--- src/rtl/codec_slot_pkg.sv ---
package codec_slot_pkg;
  typedef enum logic [2:0] {
    SEL_S1TX  = 3'd0,
    SEL_S2TX  = 3'd1,
    SEL_S1RX  = 3'd2,
    SEL_S2RX  = 3'd3,
    SEL_FLAGS = 3'd4
  } reg_sel_e;

  // bit 0 is s1_tx_empty
  typedef struct packed {
    logic s2_rx_valid;
    logic s1_rx_valid;
    logic s2_rx_busy;
    logic s1_rx_busy;
    logic s12_tx_empty;
    logic s2_tx_empty;
    logic s1_tx_empty;
  } slot_flags_t;

  localparam int FLAG_W = $bits(slot_flags_t);
endpackage

--- src/rtl/codec_slot_regs.sv ---
module codec_slot_regs #(
  parameter int WORD_W   = 32,
  parameter int CDATA_W  = 16,
  parameter int RW_BIT   = 19,
  parameter int DATA_LSB = 4
) (
  input  logic               clk_i,
  input  logic               rst_ni,
  input  logic               wr_s1_i,
  input  logic               wr_s2_i,
  input  logic [WORD_W-1:0]  wdata_i,
  input  logic               done_rd_i,
  input  logic [CDATA_W-1:0] rdata_i,
  output logic [WORD_W-1:0]  s1_tx_o,
  output logic [WORD_W-1:0]  s2_tx_o,
  output logic [WORD_W-1:0]  s1_rx_o,
  output logic [WORD_W-1:0]  s2_rx_o
);
  localparam logic [WORD_W-1:0] RW_MASK = WORD_W'(1) << RW_BIT;

  always_ff @(posedge clk_i or negedge rst_ni) begin
    if (!rst_ni) begin
      s1_tx_o <= '0;
      s2_tx_o <= '0;
      s1_rx_o <= '0;
      s2_rx_o <= '0;
    end else begin
      if (wr_s1_i) s1_tx_o <= wdata_i;
      if (wr_s2_i) s2_tx_o <= wdata_i;
      if (done_rd_i) begin
        s1_rx_o <= s1_tx_o & ~RW_MASK;
        s2_rx_o <= WORD_W'(rdata_i) << DATA_LSB;
      end
    end
  end
endmodule

--- src/rtl/codec_slot_xact.sv ---
module codec_slot_xact #(
  parameter int CADDR_W = 7,
  parameter int CDATA_W = 16
) (
  input  logic               clk_i,
  input  logic               rst_ni,
  input  logic               launch_i,
  input  logic               launch_rd_i,
  input  logic [CADDR_W-1:0] launch_addr_i,
  input  logic [CDATA_W-1:0] launch_wdata_i,
  input  logic               ack_i,
  output logic               req_o,
  output logic               rd_o,
  output logic [CADDR_W-1:0] addr_o,
  output logic [CDATA_W-1:0] wdata_o,
  output logic               done_o,
  output logic               done_rd_o
);
  always_ff @(posedge clk_i or negedge rst_ni) begin
    if (!rst_ni) begin
      req_o   <= 1'b0;
      rd_o    <= 1'b0;
      addr_o  <= '0;
      wdata_o <= '0;
    end else if (!req_o) begin
      if (launch_i) begin
        req_o   <= 1'b1;
        rd_o    <= launch_rd_i;
        addr_o  <= launch_addr_i;
        wdata_o <= launch_wdata_i;
      end
    end else if (ack_i) begin
      req_o <= 1'b0;
    end
  end

  assign done_o    = req_o & ack_i;
  assign done_rd_o = done_o & rd_o;
endmodule

--- src/rtl/codec_slot_flags.sv ---
module codec_slot_flags
  import codec_slot_pkg::*;
(
  input  logic        clk_i,
  input  logic        rst_ni,
  input  logic        launch_i,
  input  logic        launch_rd_i,
  input  logic        wr_s2_i,
  input  logic        done_i,
  input  logic        done_rd_i,
  output slot_flags_t flags_o
);
  logic s1_empty_q, s2_empty_q, busy_q, valid_q;

  always_ff @(posedge clk_i or negedge rst_ni) begin
    if (!rst_ni) begin
      s1_empty_q <= 1'b1;
      s2_empty_q <= 1'b1;
      busy_q     <= 1'b0;
      valid_q    <= 1'b0;
    end else begin
      if (launch_i) begin
        s1_empty_q <= 1'b0;
        if (launch_rd_i) begin
          busy_q  <= 1'b1;
          valid_q <= 1'b0;
        end
      end
      if (done_i) begin
        s1_empty_q <= 1'b1;
        s2_empty_q <= 1'b1;
        if (done_rd_i) begin
          busy_q  <= 1'b0;
          valid_q <= 1'b1;
        end
      end
      // a fresh data word outranks the completion re-arm
      if (wr_s2_i) s2_empty_q <= 1'b0;
    end
  end

  always_comb begin
    flags_o              = '0;
    flags_o.s1_tx_empty  = s1_empty_q;
    flags_o.s2_tx_empty  = s2_empty_q;
    flags_o.s12_tx_empty = s1_empty_q & s2_empty_q;
    flags_o.s1_rx_busy   = busy_q;
    flags_o.s2_rx_busy   = busy_q;
    flags_o.s1_rx_valid  = valid_q;
    flags_o.s2_rx_valid  = valid_q;
  end
endmodule

--- src/rtl/codec_slot_engine.sv ---
module codec_slot_engine
  import codec_slot_pkg::*;
#(
  parameter int WORD_W   = 32,
  parameter int CADDR_W  = 7,
  parameter int CDATA_W  = 16,
  parameter int RW_BIT   = 19,
  parameter int ADDR_LSB = 12,
  parameter int DATA_LSB = 4
) (
  input  logic               clk_i,
  input  logic               rst_ni,
  input  logic               bus_we_i,
  input  logic [2:0]         bus_sel_i,
  input  logic [WORD_W-1:0]  bus_wdata_i,
  output logic [WORD_W-1:0]  bus_rdata_o,
  output logic               cdc_req_o,
  output logic               cdc_rd_o,
  output logic [CADDR_W-1:0] cdc_addr_o,
  output logic [CDATA_W-1:0] cdc_wdata_o,
  input  logic               cdc_ack_i,
  input  logic [CDATA_W-1:0] cdc_rdata_i
);
  logic              wr_s1, wr_s2, launch_rd, done, done_rd;
  logic [WORD_W-1:0] s1_tx, s2_tx, s1_rx, s2_rx;
  slot_flags_t       flags;

  assign wr_s1     = bus_we_i && (bus_sel_i == SEL_S1TX) && !cdc_req_o;
  assign wr_s2     = bus_we_i && (bus_sel_i == SEL_S2TX);
  assign launch_rd = bus_wdata_i[RW_BIT];

  codec_slot_regs #(
    .WORD_W(WORD_W), .CDATA_W(CDATA_W), .RW_BIT(RW_BIT), .DATA_LSB(DATA_LSB)
  ) u_regs (
    .clk_i, .rst_ni,
    .wr_s1_i(wr_s1), .wr_s2_i(wr_s2), .wdata_i(bus_wdata_i),
    .done_rd_i(done_rd), .rdata_i(cdc_rdata_i),
    .s1_tx_o(s1_tx), .s2_tx_o(s2_tx), .s1_rx_o(s1_rx), .s2_rx_o(s2_rx)
  );

  codec_slot_xact #(.CADDR_W(CADDR_W), .CDATA_W(CDATA_W)) u_xact (
    .clk_i, .rst_ni,
    .launch_i(wr_s1), .launch_rd_i(launch_rd),
    .launch_addr_i(bus_wdata_i[ADDR_LSB +: CADDR_W]),
    .launch_wdata_i(s2_tx[DATA_LSB +: CDATA_W]),
    .ack_i(cdc_ack_i),
    .req_o(cdc_req_o), .rd_o(cdc_rd_o), .addr_o(cdc_addr_o), .wdata_o(cdc_wdata_o),
    .done_o(done), .done_rd_o(done_rd)
  );

  codec_slot_flags u_flags (
    .clk_i, .rst_ni,
    .launch_i(wr_s1), .launch_rd_i(launch_rd), .wr_s2_i(wr_s2),
    .done_i(done), .done_rd_i(done_rd), .flags_o(flags)
  );

  always_comb begin
    case (bus_sel_i)
      SEL_S1TX:  bus_rdata_o = s1_tx;
      SEL_S2TX:  bus_rdata_o = s2_tx;
      SEL_S1RX:  bus_rdata_o = s1_rx;
      SEL_S2RX:  bus_rdata_o = s2_rx;
      SEL_FLAGS: bus_rdata_o = WORD_W'(flags);
      default:   bus_rdata_o = '0;
    endcase
  end
endmodule

--- config.mk ---
export PLATFORM = sky130hd
export DESIGN_NAME = codec_slot_engine
export DESIGN_NICKNAME = d
export VERILOG_FILES = /design/src/rtl/codec_slot_pkg.sv /design/src/rtl/codec_slot_regs.sv /design/src/rtl/codec_slot_xact.sv /design/src/rtl/codec_slot_flags.sv /design/src/rtl/codec_slot_engine.sv
export SDC_FILE = /design/constraint.sdc
export NUM_CORES = 1
export LEC_CHECK = 0
export ABC_CLOCK_PERIOD_IN_PS = 1900
export BUFFER_PORTS_ARGS = -buffer_cell sky130_fd_sc_hd__buf_2
export CAP_MARGIN = 15
export CORE_MARGIN = 2
export CORE_UTILIZATION = 50
export DETAILED_ROUTE_END_ITERATION = 6
export GPL_TIMING_DRIVEN = 0
export PLACE_DENSITY = 0.74
export SLEW_MARGIN = 40
export SYNTH_ARGS = -nofsm -noshare
export SYNTH_HDL_FRONTEND = slang
export SYNTH_HIERARCHICAL = 1
export SYNTH_SLANG_ARGS = --single-unit
--- constraint.sdc ---
create_clock -name clk_i -period 1.9 [get_ports clk_i]
set_input_delay 0.38 -clock clk_i [delete_from_list [all_inputs] [get_ports clk_i]]
set_output_delay 0.38 -clock clk_i [all_outputs]
set_load 0.01 [all_outputs]
==> flow_summary.toml <==
[status]
outcome = "finished with violations"
violations = "setup timing"

[sta]
final_max_slew_viol_count = 0
setup_viol = 23
slew_headroom_pct = 66.4
rsz0062_at_grt = "yes"
timing.fmax_mhz = 513
tns_ns = -0.522
tightest_slew_ns = 0.503
clock-skew-final_ns = 0.00446
final.setup.worst_slack_ns = -0.0477
min_period_ns = 1.95
period_share_pct = 103
finalHoldViolations = 0

[final_layout]
diodes = 0
fill_cells = 967
most-common-layout-cells = "dfrtp_1 (138), buf_2 (99), mux2_2 (81), buf_4 (70), mux2_4 (55)"
fin_nets = 683
area_delta_synth_final_pct = 30.7
final_common_cell = "dfrtp_1"
drive_above_1_share_pct = 66.5

[setup_path]
arrival_ns = 1.57
critical_path_required_ns = 1.52
r2r_start = "u_xact/req_o"
critical_path.max_fanout = 2
path_class = "reg2out"
worstSetupEndpointType = "output port"
start_kind = "flop"
crit_start = "u_regs/s2_rx_o[8]"

[synthesis]
synth_area_leader_cell = "dfrtp_1"
synth_area_leaders = "dfrtp_1 (51%), mux2_2 (14%), mux2_4 (12%)"
yosys.area_share.simple_pct = 4.09
yosysSeqAreaShare_pct = 51.8
synth_top_area_share_pct = 51.0
synth-edff-count = 0
syn_inst = 435
synthMuxAreaShare_pct = 34.9
synth-compound-area-share_pct = 2.44
synth_xor_area_share_pct = 0
synth_top_family_by_area = "multiplexers"
netlist_area_um2 = 6770
ys_types = 25
avgSynthCellArea_um2 = 15.6
ys_seq_elements = 140
yosysWarnings = 6
dominantRegCellSynth = "dfrtp_1"
synthAdderAreaFrac_pct = 0
async_reset_ff_share_pct = 100

[drt]
post_drt_wl_per_cell_um = 19.8
antenna_left = 0
wirelength_um = 16100
via_per_inst = 5.26
dr.pass1.iters = 4
drc = 0
vias = 4290
first_iter_violations = 255

[clocking]
clk_latency_ns = 0.41
cts_buffer_depth = 2
root_buffer = "clkbuf_16"
cts_made_buffers = 17
cts.sinks = 140
clk_pin_slew_ns = 0.05
tritoncts = "yes"
htree_levels = 4

[hold_path]
hp-start = "cdc_rdata_i[0]"
hold_path_class = "in2reg"

[die]
fp.dieH_um = 120
num_rows = 42
fp.dieArea_um2 = 14500
core_area_um2 = 13200
start_util_pct = 51.1
io_pins = 112
fp.dieW_um = 120

[global_routing]
antenna_found_initial = 0
grt_start_max_net_pins = 79
grt_use_total_pct = 23.2
grt_pass1_wl_um = 25300
grt.overflow.total = 0
grt_pass1_vias = 4660

[place]
dpl.hpwl_um = 10300
port_buffers = 109
finalWeightedCongestion = 0.745

[power_and_ir_drop]
vdd_drop_max_uv = 687
pwr-share-comb_pct = 29.3
internal-power_mw = 7.93
p_sw_share_pct = 25.7
power_frac_clock_pct = 29.0
p_leak_nw = 4.20
switching_power_mw = 2.74
power_density_nw_per_um2 = 1210
power.total_mw = 10.7
seqPwrFrac_pct = 41.6

[flow_run]
cap_violations = 0
-- path summary, 6_finish.rpt --
check / endpoint / slack [ns] / cells after the start
max: bus_rdata_o[8] / -0.05 / 3
min: u_regs/s2_rx_o[4] / 0.20 / 2
max reg2reg: u_xact/wdata_o[2] / 0.12 / 5
min reg2reg: u_regs/s2_tx_o[20] / 0.49 / 1
max in group asynchronous: u_regs/s2_tx_o[15] / 0.65 / 3
min in group asynchronous: u_regs/s2_rx_o[4] / 0.50 / 2
-- synthesized netlist by cell type, types with 3 or more instances --
cell / count
a22oi_1: 7
a21oi_1: 9
buf_4: 23
dfrtp_1: 138
o22ai_1: 7
mux2_2: 82
nor3b_1: 7
buf_6: 17
clkbuf_1: 7
buf_2: 5
mux2_4: 54
nor2_1: 3
mux2_1: 6
nor2b_1: 28
mux4_2: 25
-- cell type report --
class	instances	area, um2	share of cell area (%)
flip-flops and latches	140	3510	39.6
multi-input cells	255	3060	34.5
repair buffers	158	1020	11.5
clock buffers	29	510	5.77
plain buffers	54	499	5.64
well taps	176	220	2.49
clock inverters	1	30.0	0.339
inverters	2	7.51	0.0848
-- timing repair --
item,4_1_cts,5_1_grt
endpoints found under the hold margin,60,0
setup buffers,29,18
pin swaps,0,8
gates resized for setup,21,40
hold buffers,1,0
setup endpoints to repair,32,32
-- critical path, stage by stage, from the launching register on --
cell	delay, ns
dfrtp_1	0.40
mux4_2	0.47
nor2b_4	0.15
buf_6	0.14
-- power groups by stage --
stage / logic, mW / registers (mW) / clock network, mW
3_5_place_dp: 2.47 / 4.49 / 0
4_1_cts: 2.84 / 4.43 / 3.14
6_report: 3.13 / 4.44 / 3.10
2_1_floorplan: 1.74 / 4.40 / 0
5_1_grt: 3.34 / 4.55 / 3.28
3_3_place_gp: 2.40 / 4.43 / 0
-- registers in the layout, summed over array words and instances, names as in the netlist --
name and flops:
u_regs/s1_tx_o 32, u_regs/s2_tx_o 32, u_regs/s1_rx_o 31, u_regs/s2_rx_o 16
u_xact/wdata_o 16, u_xact/addr_o 7, u_flags/busy_q 1, u_flags/s1_empty_q 1
u_flags/s2_empty_q 1, u_flags/valid_q 1, u_xact/rd_o 1, u_xact/req_o 1
-- logic make-up after synthesis --
| logic type | after synthesis |
|---|---|
| compound gates | 26 |
| buf+inv | 56 |
| flops | 140 |
| mux | 167 |
| other cells | 1 |
| simple gates | 45 |
-- routing by layer --
| metal | GRT usage (%) | part of all wire [%] |
|---|---|---|
| met5 | 0 | 0 |
| met4 | 5.60 | 0.95 |
| met3 | 6.89 | 5.0 |
| met2 | 38.8 | 50 |
| met1 | 30.0 | 44 |
-- metrics by stage --
step           worst slack, ns  hold WS (ns)  area, um2  instances  util, %
5_1_grt                -0.0958         0.188       8850        815     66.8
3_5_place_dp            -0.221         0.358       7700        737     58.1
6_report               -0.0477         0.199       8850        815     66.8
2_1_floorplan         -0.00244        0.0844       6890        451        -
4_1_cts                -0.0746         0.185       8550        797     64.6
3_3_place_gp             -1.43         0.463       7660        736     57.8
Note: power is estimated with default switching activity, not from simulation.
